`config.mk`:
```
export PLATFORM = sky130hd
export DESIGN_NAME = sdram_host_adapter
export DESIGN_NICKNAME = d
export VERILOG_FILES = /design/src/rtl/sha_pkg.sv /design/src/rtl/sha_decode.sv /design/src/rtl/sha_lanes.sv /design/src/rtl/sha_ctrl.sv /design/src/rtl/sdram_host_adapter.sv
export SDC_FILE = /design/constraint.sdc
export NUM_CORES = 1
export LEC_CHECK = 0
export ABC_AREA = 0
export BUFFER_PORTS_ARGS = -buffer_cell sky130_fd_sc_hd__buf_2
export CORE_UTILIZATION = 45
export CTS_CLUSTER_DIAMETER = 100
export DETAILED_ROUTE_END_ITERATION = 10
export GPL_ROUTABILITY_DRIVEN = 0
export PLACE_DENSITY_LB_ADDON = 0.2
export SKIP_CTS_REPAIR_TIMING = 1
export SLEW_MARGIN = 40
export SYNTH_ARGS = -nofsm -noshare
export SYNTH_HDL_FRONTEND = slang
export SYNTH_HIERARCHICAL = 1
export SYNTH_SLANG_ARGS = --single-unit
```
`constraint.sdc`:
```
create_clock -name clk -period 4.3 [get_ports clk]
set_input_delay 1.29 -clock clk [delete_from_list [all_inputs] [get_ports clk]]
set_output_delay 1.29 -clock clk [all_outputs]
set_load 0.02 [all_outputs]
```
`src/rtl/sha_pkg.sv`:
```
package sha_pkg;
  localparam int DATA_W = 32;
  localparam int LANES  = DATA_W / 8;
  localparam int MODE_W = 11;

  localparam logic [1:0] SZ_WORD = 2'd0;
  localparam logic [1:0] SZ_BYTE = 2'd1;
  localparam logic [1:0] SZ_HALF = 2'd2;

  typedef enum logic [1:0] {
    ST_IDLE    = 2'd0,
    ST_RUN     = 2'd1,
    ST_FINISH  = 2'd2,
    ST_WAITOFF = 2'd3
  } sha_state_e;

  // Active-low lane enables for a transfer of the given size at byte offset lo.
  function automatic logic [LANES-1:0] lane_mask_n(logic [1:0] size, logic [1:0] lo);
    case (size)
      SZ_BYTE: return ~(LANES'(1) << lo);
      SZ_HALF: return ~(LANES'(3) << {lo[1], 1'b0});
      default: return '0;
    endcase
  endfunction

  // Moves low-order host data up to the addressed lanes.
  function automatic logic [DATA_W-1:0] steer_up(logic [1:0] size, logic [1:0] lo,
                                                 logic [DATA_W-1:0] d);
    case (size)
      SZ_BYTE: return DATA_W'(d[7:0]) << {lo, 3'b000};
      SZ_HALF: return DATA_W'(d[15:0]) << {lo[1], 4'b0000};
      default: return d;
    endcase
  endfunction

  // Moves the addressed lanes of engine data down to bit 0.
  function automatic logic [DATA_W-1:0] steer_down(logic [1:0] size, logic [1:0] lo,
                                                   logic [DATA_W-1:0] d);
    logic [DATA_W-1:0] sh;
    case (size)
      SZ_BYTE: begin
        sh = d >> {lo, 3'b000};
        return {{(DATA_W-8){1'b0}}, sh[7:0]};
      end
      SZ_HALF: begin
        sh = d >> {lo[1], 4'b0000};
        return {{(DATA_W-16){1'b0}}, sh[15:0]};
      end
      default: return d;
    endcase
  endfunction
endpackage

```
`src/rtl/sha_decode.sv`:
```
module sha_decode #(
  parameter int COL_W  = 8,
  parameter int ROW_W  = 11,
  parameter int BANK_W = 2,
  localparam int ADDR_W = 2 + COL_W + ROW_W + BANK_W
) (
  input  logic [ADDR_W-1:0] addr,
  output logic [BANK_W-1:0] bank,
  output logic [ROW_W-1:0]  row,
  output logic [COL_W-1:0]  col,
  output logic [1:0]        lo
);
  localparam int COL_LSB  = 2;
  localparam int ROW_LSB  = COL_LSB + COL_W;
  localparam int BANK_LSB = ROW_LSB + ROW_W;

  assign lo   = addr[1:0];
  assign col  = addr[COL_LSB  +: COL_W];
  assign row  = addr[ROW_LSB  +: ROW_W];
  assign bank = addr[BANK_LSB +: BANK_W];
endmodule

```
`src/rtl/sha_lanes.sv`:
```
module sha_lanes
  import sha_pkg::*;
#(
  parameter bit ALIGN = 1'b1
) (
  input  logic [1:0]        size,
  input  logic [1:0]        lo,
  input  logic              mode_wr,
  input  logic [DATA_W-1:0] wdata_in,
  output logic [LANES-1:0]  dqm_n,
  output logic [DATA_W-1:0] wdata_out
);
  logic [DATA_W-1:0] placed;

  generate
    if (ALIGN) begin : g_align
      assign placed = steer_up(size, lo, wdata_in);
    end else begin : g_raw
      assign placed = wdata_in;
    end
  endgenerate

  always_comb begin
    if (mode_wr) begin
      dqm_n     = '0;
      wdata_out = {{(DATA_W-MODE_W){1'b0}}, wdata_in[MODE_W-1:0]};
    end else begin
      dqm_n     = lane_mask_n(size, lo);
      wdata_out = placed;
    end
  end
endmodule

```
`src/rtl/sha_ctrl.sv`:
```
module sha_ctrl
  import sha_pkg::*;
(
  input  logic clk,
  input  logic rst_n,
  input  logic req_seen,
  input  logic eng_done,
  output logic busy_n,
  output logic eng_req,
  output logic accept,
  output logic capture
);
  sha_state_e state, state_nx;
  logic finishing;

  always_comb begin
    state_nx = state;
    case (state)
      ST_IDLE:    if (req_seen)  state_nx = ST_RUN;
      ST_RUN:     if (eng_done)  state_nx = ST_FINISH;
      ST_FINISH:                 state_nx = ST_WAITOFF;
      ST_WAITOFF: if (!req_seen) state_nx = ST_IDLE;
      default:                   state_nx = ST_IDLE;
    endcase
  end

  always_ff @(posedge clk or negedge rst_n) begin
    if (!rst_n) state <= ST_IDLE;
    else        state <= state_nx;
  end

  assign accept    = (state == ST_IDLE) && req_seen;
  assign capture   = (state == ST_RUN) && eng_done;
  assign finishing = (state == ST_FINISH);
  assign eng_req   = (state == ST_RUN);
  assign busy_n    = !((state == ST_RUN) || (state == ST_FINISH));

  // a seen request stalls the host and raises the command at the next edge
  p_busy_on_accept_r2: assert property (@(posedge clk) disable iff (!rst_n)
    accept |=> (!busy_n && eng_req));

  // completion drops the request but keeps the stall for one more cycle
  p_done_drops_req_r4: assert property (@(posedge clk) disable iff (!rst_n)
    capture |=> (!busy_n && !eng_req));

  // stall released one cycle after completion
  p_release_r4: assert property (@(posedge clk) disable iff (!rst_n)
    finishing |=> busy_n);

  // held strobes after a release start no new transfer
  p_single_xfer_r3: assert property (@(posedge clk) disable iff (!rst_n)
    (state == ST_WAITOFF && req_seen) |=> (!eng_req && busy_n));
endmodule

```
`src/rtl/sdram_host_adapter.sv`:
```
module sdram_host_adapter
  import sha_pkg::*;
#(
  parameter int COL_W  = 8,
  parameter int ROW_W  = 11,
  parameter int BANK_W = 2,
  parameter bit ALIGN  = 1'b1,
  localparam int ADDR_W = 2 + COL_W + ROW_W + BANK_W
) (
  input  logic              clk,
  input  logic              rst_n,
  input  logic              host_cs_n,
  input  logic              host_rd_n,
  input  logic              host_wr_n,
  input  logic              host_modeset_n,
  input  logic [1:0]        host_size,
  input  logic [ADDR_W-1:0] host_addr,
  input  logic [DATA_W-1:0] host_wdata,
  output logic              host_busy_n,
  output logic [DATA_W-1:0] host_rdata,
  output logic              eng_req,
  output logic              eng_write,
  output logic              eng_modeset,
  output logic [BANK_W-1:0] eng_bank,
  output logic [ROW_W-1:0]  eng_row,
  output logic [COL_W-1:0]  eng_col,
  output logic [LANES-1:0]  eng_dqm_n,
  output logic [DATA_W-1:0] eng_wdata,
  input  logic              eng_done,
  input  logic [DATA_W-1:0] eng_rdata
);
  // Named internal events
  logic req_seen, accept, capture, mode_wr;
  logic [BANK_W-1:0] d_bank;
  logic [ROW_W-1:0]  d_row;
  logic [COL_W-1:0]  d_col;
  logic [1:0]        d_lo;
  logic [LANES-1:0]  l_dqm_n;
  logic [DATA_W-1:0] l_wdata;
  logic [1:0]        size_q;
  logic [1:0]        lo_q;
  logic [DATA_W-1:0] rd_placed;

  assign req_seen = !host_cs_n && (!host_rd_n || !host_wr_n);
  assign mode_wr  = !host_wr_n && !host_modeset_n;

  sha_ctrl u_ctrl (
    .clk      (clk),
    .rst_n    (rst_n),
    .req_seen (req_seen),
    .eng_done (eng_done),
    .busy_n   (host_busy_n),
    .eng_req  (eng_req),
    .accept   (accept),
    .capture  (capture)
  );

  sha_decode #(.COL_W(COL_W), .ROW_W(ROW_W), .BANK_W(BANK_W)) u_decode (
    .addr (host_addr),
    .bank (d_bank),
    .row  (d_row),
    .col  (d_col),
    .lo   (d_lo)
  );

  sha_lanes #(.ALIGN(ALIGN)) u_lanes (
    .size      (host_size),
    .lo        (d_lo),
    .mode_wr   (mode_wr),
    .wdata_in  (host_wdata),
    .dqm_n     (l_dqm_n),
    .wdata_out (l_wdata)
  );

  // Command latch, loaded once per accepted transfer
  always_ff @(posedge clk or negedge rst_n) begin
    if (!rst_n) begin
      eng_write   <= 1'b0;
      eng_modeset <= 1'b0;
      eng_bank    <= '0;
      eng_row     <= '0;
      eng_col     <= '0;
      eng_dqm_n   <= '1;
      eng_wdata   <= '0;
      size_q      <= SZ_WORD;
      lo_q        <= 2'd0;
    end else if (accept) begin
      eng_write   <= !host_wr_n;
      eng_modeset <= mode_wr;
      eng_bank    <= d_bank;
      eng_row     <= d_row;
      eng_col     <= d_col;
      eng_dqm_n   <= l_dqm_n;
      eng_wdata   <= l_wdata;
      size_q      <= host_size;
      lo_q        <= d_lo;
    end
  end

  generate
    if (ALIGN) begin : g_rd_align
      assign rd_placed = steer_down(size_q, lo_q, eng_rdata);
    end else begin : g_rd_raw
      assign rd_placed = eng_rdata;
    end
  endgenerate

  // Read holding register
  always_ff @(posedge clk or negedge rst_n) begin
    if (!rst_n)                    host_rdata <= '0;
    else if (capture && !eng_write) host_rdata <= rd_placed;
  end

  // held read data changes only at a completion edge
  p_rdata_hold_r8: assert property (@(posedge clk) disable iff (!rst_n)
    !capture |=> $stable(host_rdata));

  // command fields stay put while the request is pending
  p_fields_stable_r5: assert property (@(posedge clk) disable iff (!rst_n)
    (eng_req && $past(eng_req)) |-> $stable({eng_bank, eng_row, eng_col, eng_dqm_n}));

  // a byte command enables exactly one lane
  p_byte_mask_r6: assert property (@(posedge clk) disable iff (!rst_n)
    (eng_req && !eng_modeset && size_q == SZ_BYTE) |-> ($countones(~eng_dqm_n) == 1));

  // a mode-register command is a full-lane write with only the low field set
  p_mode_cmd_r9: assert property (@(posedge clk) disable iff (!rst_n)
    (eng_req && eng_modeset) |-> (eng_write && eng_dqm_n == '0 &&
                                  eng_wdata[DATA_W-1:MODE_W] == '0));

  // no command can be pending while the host is deselected and idle
  p_no_cmd_unselected_r10: assert property (@(posedge clk) disable iff (!rst_n)
    (host_busy_n && host_cs_n) |=> !eng_req);
endmodule

```
==> results of run 1 <==
worst paths after layout:
check,endpoint,cells past startpoint
setup / recovery,eng_wdata[9]$_DFFE_PN0P_,8
hold / removal,host_rdata[22]$_DFFE_PN0P_,2
setup reg to reg,host_rdata[4]$_DFFE_PN0P_,8
hold reg to reg,host_rdata[22]$_DFFE_PN0P_,2
max in group asynchronous,eng_wdata[24]$_DFFE_PN0P_,2
min in group asynchronous,eng_row[8]$_DFFE_PN0P_,1
final cells by class:
type / instances / area [sq um]
tap: 140 / 175.2
clock inverter: 6 / 115.1
sequential: 97 / 2432
inverter: 9 / 33.78
multi-input combinational: 309 / 2321
timing repair buffer: 194 / 1007
clock buffer: 10 / 229.0
fill: 983 / 4669
worst min-delay path, delay by kind of cell, from the launching register on:
kind | cells | cell delay, ns
compound gates | 1 | 0.06
flops | 1 | 0.34
simple gates | 1 | 0.04
state kept, by name, indices dropped and copies added, names as in the netlist:
name	count
eng_row	11
host_rdata	32
lo_q	2
eng_modeset	1
eng_write	1
eng_bank	2
eng_wdata	32
eng_dqm_n	4
eng_col	8
size_q	2
u_ctrl/state	2
cells in the final DEF, fill, tap and decap left out, types with 6 or more instances in the layout:
master	instances
o211ai_1	8
clkbuf_16	9
nor3_1	8
mux2_2	60
o21ai_0	40
ha_1	11
a221oi_2	8
a21boi_0	6
dfrtp_1	93
nand3_1	9
mux2i_1	17
buf_2	187
nor2b_1	12
inv_1	9
nand2_1	62
a21oi_1	18
cells by family after synthesis:
family                     count (synthesis)
and+or+nand+nor                          113
DFF                                       97
AOI/OAI and AO/OA                        105
muxes                                     80
buffers and inverters                     66
adders and majority gates                 11
per-layer routing:
layer,GRT usage,up-vias,part of all wire
li1,-,1932,-
met2,0.3670,152,0.48
met4,0.07046,0,0.010
met1,0.2885,1967,0.44
met5,0,-,0
met3,0.05977,13,0.073
power by group through the flow:
stage                     registers [mW]  clock network, mW  logic [mW]
after detailed placement            1.61                  0        2.09
after global placement              1.59                  0        2.05
final                               1.59              0.931        2.08
after global routing                1.65              0.992        2.26
after CTS                           1.60              0.952        2.10
after floorplan                     2.04                  0       0.985
metrics by stage:
step                hold slack (ns)  power [mW]    util  area (sq um)
floorplan                    0.5368       3.025       -          5151
global placement             0.4567       3.644  0.5429          5963
detailed placement           0.4649       3.700  0.5433          5967
CTS                          0.4800       4.651  0.5746          6311
global route                 0.5033       4.899  0.5748          6314
finish                       0.4741       4.602  0.5748          6314
==> impl_metrics.json, run 1 <==
{
  "ys_seq_elements": 97,
  "root_buffer": "clkbuf_16",
  "yosysWarnings": 6,
  "max_stage_delay_ns": 0.40,
  "combPwrFrac": 0.452,
  "p_seq_frac": 0.346,
  "syn_avg_cell_area_sq_um": 10.91,
  "grt_pass1_vias": 4046,
  "fin_crit_ns": 2.845,
  "clk_latency_ns": 0.35,
  "power_leakage_nw": 3.107,
  "power.switching_mw": 1.842,
  "finalClockSkew_ns": 0.004078,
  "syn2layout_area_growth_pct": 22.57,
  "pre_cts_ws_ns": 1.114,
  "layout-drive-gt1-share": 0.4720,
  "hpwl_microns": 9216,
  "swShare": 0.4002,
  "muxShareOfSynthArea": 0.1729,
  "synth_xor_area_frac": 0,
  "netlist_instances": 472,
  "clock_sinks": 97,
  "synth_top_family_by_area": "multiplexers",
  "grt_max_degree": 81,
  "cts.path.max_buffers": 2,
  "r2r_start": "size_q[0]$_DFFE_PN0P_",
  "clockPowerShare": 0.202,
  "antenna_cells": 0,
  "min_path_type": "reg2reg",
  "grt_pass1_wl_microns": 20310,
  "synthFlopType": "dfrtp_1",
  "maxCapViolations": 0,
  "critPathCaptureType": "flip-flop",
  "tightest_slew_ns": 0.8196,
  "critical_path_arrival_ns": 3.08,
  "synthAdderAreaFrac": 0.02672,
  "ir_worst_vdd_uv": 366.8,
  "worstPathRequired_ns": 4.53,
  "stdcell_count": 765,
  "htreeDepth": 3,
  "postSynth.asyncResetShare": 1.000,
  "rsz0062_at_grt": "false",
  "fmaxAchievable_ghz": 0.3515,
  "initial_core_util": 0.4690,
  "top_level_ports": 189,
  "via_per_inst": 5.312,
  "cts_inserted_buffers": 9,
  "rows": 38,
  "antenna_left": 0,
  "dp_cells": 749,
  "synth_simple_gate_area_share": 0.1083,
  "grt.total_usage": 0.2243,
  "cp_cell_sequence": "buf_2 > inv_1 > ha_1 > buf_4 > or2_2 > o21ai_0 > o21ai_0 > mux2_2",
  "fp.coreArea_sq_um": 10980,
  "synth-seq-area-share": 0.4722,
  "clk_pin_slew_worst_paths_ns": 0.07,
  "overflow": 0,
  "holdCritStartpoint": "host_rdata[22]$_DFFE_PN0P_",
  "initialDrtViolationCount": 217,
  "synth.largest_area_cell": "dfrtp_1",
  "yosysUniqueCellTypes": 47,
  "die_h_microns": 109.0,
  "ys_top_cells_by_area": "dfrtp_1 (45%), mux2_2 (13%), nand2_1 (4.5%), o21ai_0 (3.9%), buf_4 (3.6%)",
  "final_nets": 727,
  "die_area_sq_um": 11880,
  "wire_per_inst_microns": 16.71,
  "synth-edff-count": 0,
  "netlist.area_leader.share": 0.4518,
  "cp_top_family": "buffers and inverters",
  "powerDensity_nw_per_um2": 729.0,
  "vias": 4064,
  "outcome": "complete, no violations",
  "crit_path_start": "host_size[0]",
  "cpMaxStageDelayCell": "ha_1",
  "place.port_buffers": 188,
  "syn-cell-area_sq_um": 5151,
  "finalHoldViolCount": 0,
  "fp.dieW_microns": 109.0,
  "syn_nets": 579,
  "setup_viol": 0,
  "final.period_utilization": 0.6616,
  "reg2reg_slack_ns": 1.91,
  "slew_violations": 0,
  "drcViolationCount": 0,
  "synth_commonest_cells": "dfrtp_1 (93), nand2_1 (62), mux2_2 (60)",
  "crit_path_max_fanout": 26,
  "setup_tns_ns": 0,
  "setup_slack_ns": 1.455,
  "timing.slew.headroom": 0.4525,
  "crit_buf_inv": 3,
  "synth_most_common_cell": "dfrtp_1",
  "first_pass_iters": 4,
  "antenna_found_initial": 0,
  "synth_compound_area_frac": 0.1421,
  "drt-total-wl_microns": 12780,
  "cts_tree": "done",
  "p_int_mw": 2.760,
  "critical_path_class": "in2reg",
  "crit_top_cell": "o21ai_0",
  "startpoint_type": "input port"
}
No activity file was read; power rests on OpenSTA's default activity.
==> run 2, diff against run 1 <==
Clock period 4.3 ns to 2.3 ns, I/O delays scaled along.
==> run 2 against run 1 <==
Combinational power grew 91%; power increased by 85%; flip-flop and latch count stayed put; routed wire length up 0.52%; sequential share of layout area fell by 0.36 points; critical path type is now reg2out; worst hold slack worse by 0.19 ns; first-iteration DRC count rose by 46%.
==> impl_metrics.json, run 2 (synthesized netlist as in run 1, its figures left out) <==
{
  "top_usage_layer": "met2",
  "met2_usage": 0.3724,
  "r2r_start": "u_ctrl/state[1]$_DFFE_PN0P_",
  "via_per_inst": 5.289,
  "stdcell_count": 774,
  "final_nets": 736,
  "grt_pass1_vias": 4068,
  "grt_pass1_wl_microns": 20600,
  "dp_cells": 758,
  "hpwl_microns": 9546,
  "layout_commonest_cell": "buf_2",
  "outcome": "complete, no violations",
  "crit_path_max_fanout": 4,
  "antenna_found_initial": 0,
  "cts.path.max_buffers": 2,
  "fmaxAchievable_ghz": 0.4854,
  "antenna_cells": 0,
  "startpoint_type": "flip-flop",
  "critPathCaptureType": "primary output",
  "met1_usage": 0.2917,
  "grt.total_usage": 0.2266,
  "place.port_buffers": 188,
  "grt_max_degree": 50,
  "nFillCells": 972,
  "clk_latency_ns": 0.35,
  "maxCapViolations": 0,
  "clk_pin_slew_worst_paths_ns": 0.07,
  "powerDensity_nw_per_um2": 1335,
  "fin_total_pwr_mw": 8.504,
  "critical_path_arrival_ns": 1.37,
  "cts_inserted_buffers": 9,
  "rsz0062_at_grt": "false",
  "crit_path_start": "u_ctrl/state[0]$_DFFE_PN0P_",
  "drt-total-wl_microns": 12850,
  "cts_tree": "done",
  "critical_path_class": "reg2out",
  "ir_worst_vdd_uv": 637.7,
  "rows": 38,
  "first_pass_iters": 4,
  "fp.coreArea_sq_um": 10980,
  "root_buffer": "clkbuf_16",
  "slew_violations": 0,
  "pre_cts_ws_ns": -0.05237,
  "finalClockSkew_ns": 0.007446,
  "setup_viol": 0,
  "die_h_microns": 109.0,
  "clock_sinks": 97,
  "largestRegisters": "eng_wdata: 32 flops, host_rdata: 32 flops, eng_row: 11 flops",
  "final.period_utilization": 0.8958,
  "met3_usage": 0.04603,
  "vias": 4094,
  "tightest_slew_ns": 0.5339,
  "setup_slack_ns": 0.2397,
  "initialDrtViolationCount": 316,
  "timing.slew.headroom": 0.6434,
  "layout-drive-gt1-share": 0.4811,
  "htreeDepth": 3,
  "min_path_type": "in2async",
  "worstPathRequired_ns": 1.61,
  "wire_per_inst_microns": 16.60,
  "antenna_left": 0,
  "power_leakage_nw": 3.140,
  "fin_crit_ns": 2.060,
  "top_level_ports": 189,
  "finalHoldViolCount": 0,
  "drcViolationCount": 0,
  "syn2layout_area_growth_pct": 23.71,
  "die_area_sq_um": 11880,
  "overflow": 0,
  "fp.dieW_microns": 109.0,
  "fin_util": 0.5802,
  "initial_core_util": 0.4690,
  "final_cell_mix": "buf_2 (187), dfrtp_1 (93), nand2_1 (62)"
}
## run 2: cell count changes in the layout (fill, tap and decap cells not counted)
cell        delta
bufinv_16      -2
clkbuf_1       -1
clkinvlp_4     +2
buf_12         +2
buf_4          +8
inv_8          -1
clkbuf_8       +2
clkinv_4       -1
## run 2: final timing paths
path / endpoint / slack [ns] / depth (start not counted)
worst max register to register: host_rdata[0]$_DFFE_PN0P_ / 0.48 / 7
max in group asynchronous: eng_dqm_n[0]$_DFFE_PN1P_ / 1.43 / 2
worst min register to register: host_rdata[21]$_DFFE_PN0P_ / 0.48 / 2
min in group clk: host_rdata[21]$_DFFE_PN0P_ / 0.48 / 2
worst max-delay path: host_busy_n / 0.24 / 4
worst min-delay path: eng_wdata[2]$_DFFE_PN0P_ / 0.28 / 1
## run 2: routing by layer
metal	vias to the layer above	wire [microns]	share of wire
met5	-	0	0
met4	0	221	0.017
met3	17	916	0.071
met2	168	6130	0.48
met1	1958	5579	0.43
li1	1951	-	-
## run 2: cell type report
cell class              instances  area, sq um  share of cell area
inverters                       9        33.78            0.005301
multi-input cells             309         2321              0.3642
repair buffers                203         1094              0.1716
clock inverters                 4        50.05            0.007854
clock buffers                  12        266.5             0.04182
well taps                     140        175.2             0.02749
flip-flops and latches         97         2432              0.3817
## run 2: worst max-delay path: stages (launching register included)
cell and delay (ns):
dfrtp_1 0.40, inv_1 0.11, ha_1 0.30, inv_1 0.07
buf_2 0.16
## run 2: stage by stage
step / instance area, sq um / TNS [ns] / hold WS [ns]
4_1_cts: 6372 / 0 / 0.2926
3_3_place_gp: 6056 / 0 / 0.4563
6_report: 6372 / 0 / 0.2840
3_5_place_dp: 6056 / -0.1797 / 0.4687
2_1_floorplan: 5151 / 0 / 0.3944
5_1_grt: 6372 / 0 / 0.3166
## run 2: power by group
part	leakage (nW)	switching, mW	internal [mW]	total, mW
combinational	1.78	2.34	1.63	3.98
clock	0.151	0.655	0.930	1.59
sequential	1.21	0.431	2.51	2.94
total	3.14	3.43	5.07	8.50
==> run 3, diff against run 2 <==
==> constraint.sdc (replaced) <==
create_clock -name clk -period 2.3 [get_ports clk]
set_input_delay 0.23 -clock clk [delete_from_list [all_inputs] [get_ports clk]]
set_output_delay 0.23 -clock clk [all_outputs]
set_load 0.005 [all_outputs]
==> run 3 against run 2 <==
Clock power decreased by 4%; routed wire length decreased by 0.37%; non-clock buffer count decreased by 1; cell count decreased by 0.13%; combinational power decreased by 22%; worst hold slack got worse by 0.17 ns; global-route usage decreased by 0.39 points; sequential share of layout area increased by 0.26 points; sequential power about the same; largest cell class unchanged.
==> impl_metrics.json, run 3 (synthesized netlist as in run 1, its figures left out) <==
{
  "outcome": "complete, no violations",
  "critPathCaptureType": "flip-flop",
  "worstPathRequired_ns": 2.53,
  "place.port_buffers": 188,
  "clk_pin_slew_worst_paths_ns": 0.07,
  "reg2reg_slack_ns": 0.36,
  "min_to": "eng_write$_DFFE_PN0P_",
  "syn2layout_area_growth_pct": 22.86,
  "die_area_sq_um": 11880,
  "tightest_slew_ns": 0.5452,
  "layout_commonest_cell": "buf_2",
  "startpoint_type": "flip-flop",
  "fin_crit_ns": 1.939,
  "max_stage_delay_ns": 0.40,
  "fmaxAchievable_ghz": 0.5158,
  "hpwl_microns": 9563,
  "r2r_cells": 7,
  "hold_path_depth": 2,
  "grt_pass1_wl_microns": 20110,
  "top_level_ports": 189,
  "final_cell_mix": "buf_2 (187), dfrtp_1 (93), nand2_1 (62)",
  "cp_cell_sequence": "inv_1 > ha_1 > and2_1 > nand2b_4 > or2_0 > a31oi_1 > a221o_1",
  "min_path_type": "in2reg",
  "final_nets": 735,
  "vias": 4049,
  "layout-drive-gt1-share": 0.4739,
  "ir_worst_vdd_uv": 544.5,
  "r2r_start": "u_ctrl/state[1]$_DFFE_PN0P_",
  "timing.slew.headroom": 0.6366,
  "wire_per_inst_microns": 16.56,
  "antenna_left": 0,
  "fp.dieW_microns": 109.0,
  "setup_viol": 0,
  "final.period_utilization": 0.8430,
  "overflow": 0,
  "cts_tree": "done",
  "hold_ws_ns": 0.1155,
  "initialDrtViolationCount": 236,
  "initial_core_util": 0.4690,
  "grt_pass1_vias": 3997,
  "critical_path_arrival_ns": 2.17,
  "fp.coreArea_sq_um": 10980,
  "fin_area_sq_um": 6329,
  "clock_sinks": 97,
  "place_area_sq_um": 6016,
  "drt-total-wl_microns": 12800,
  "finalClockSkew_ns": 0.006415,
  "root_buffer": "clkbuf_16",
  "rsz0062_at_grt": "false",
  "setup_tns_ns": 0,
  "drcViolationCount": 0,
  "largestRegisters": "eng_wdata: 32 flops, host_rdata: 32 flops, eng_row: 11 flops",
  "holdCritStartpoint": "host_wr_n",
  "power_leakage_nw": 3.121,
  "powerDensity_nw_per_um2": 1193,
  "clk_latency_ns": 0.34,
  "htreeDepth": 3,
  "die_h_microns": 109.0,
  "cts.path.max_buffers": 2,
  "first_pass_iters": 4,
  "grt.total_usage": 0.2226,
  "rows": 38,
  "cts_inserted_buffers": 9,
  "cpMaxStageDelayCell": "or2_0",
  "r2r-end": "host_rdata[0]$_DFFE_PN0P_",
  "via_per_inst": 5.238,
  "maxCapViolations": 0,
  "finalHoldViolCount": 0,
  "antenna_found_initial": 0,
  "crit_path_max_fanout": 20,
  "slew_violations": 0,
  "antenna_cells": 0,
  "grt_max_degree": 48,
  "critical_path_class": "reg2reg"
}
[run 3: layout make-up]
| class | count | area, sq um |
|---|---|---|
| inverters | 9 | 33.78 |
| multi-input cells | 309 | 2321 |
| flip-flops and latches | 97 | 2432 |
| repair buffers | 202 | 1064 |
| well taps | 140 | 175.2 |
| clock buffers | 14 | 264.0 |
| clock inverters | 2 | 38.79 |
| fillers | 986 | 4654 |
[run 3: worst max-delay path by stage]
| stage | startpoint | end | slack, ns |
|---|---|---|---|
| after floorplan | u_ctrl/state[0]$_DFFE_PN0P_ | eng_bank[0]$_DFFE_PN0P_ | 0.65 |
| after global placement | u_ctrl/state[1]$_DFFE_PN0P_ | host_rdata[3]$_DFFE_PN0P_ | 0.44 |
| after detailed placement | u_ctrl/state[1]$_DFFE_PN0P_ | host_rdata[0]$_DFFE_PN0P_ | 0.34 |
| after CTS | u_ctrl/state[1]$_DFFE_PN0P_ | host_rdata[0]$_DFFE_PN0P_ | 0.33 |
| after global routing | u_ctrl/state[1]$_DFFE_PN0P_ | host_rdata[0]$_DFFE_PN0P_ | 0.24 |
| final | u_ctrl/state[1]$_DFFE_PN0P_ | host_rdata[0]$_DFFE_PN0P_ | 0.36 |
[run 3: critical path, delay by kind of cell, from the launching register on]
family | cells | cell delay (ns)
AO/OA/AOI/OAI | 2 | 0.38
adder cells (fa/ha/maj) | 1 | 0.18
buffers and inverters | 1 | 0.11
flip-flops | 1 | 0.38
AND/OR/NAND/NOR | 3 | 0.77
[run 3: power breakdown]
| part | total [mW] | switching, mW | internal [mW] |
|---|---|---|---|
| logic | 3.10 | 1.49 | 1.61 |
| registers | 2.92 | 0.410 | 2.51 |
| clock network | 1.53 | 0.627 | 0.907 |
| total | 7.55 | 2.53 | 5.02 |
[run 3: per-layer routing]
| layer | vias to the layer above | global-route usage | wire length, microns |
|---|---|---|---|
| li1 | 1955 | - | - |
| met1 | 1948 | 0.2941 | 5644 |
| met2 | 137 | 0.3535 | 6150 |
| met3 | 9 | 0.04901 | 873 |
| met4 | 0 | 0.09073 | 133 |
| met5 | - | 0 | 0 |
[run 3: metrics by stage]
stage,power (mW),utilization,cells,worst slack [ns]
after floorplan,4.788,-,472,0.6491
after global placement,5.970,0.5477,756,0.4361
after detailed placement,6.080,0.5477,756,0.3380
after CTS,7.643,0.5753,772,0.3290
after global routing,8.114,0.5762,773,0.2376
final,7.551,0.5762,773,0.3611
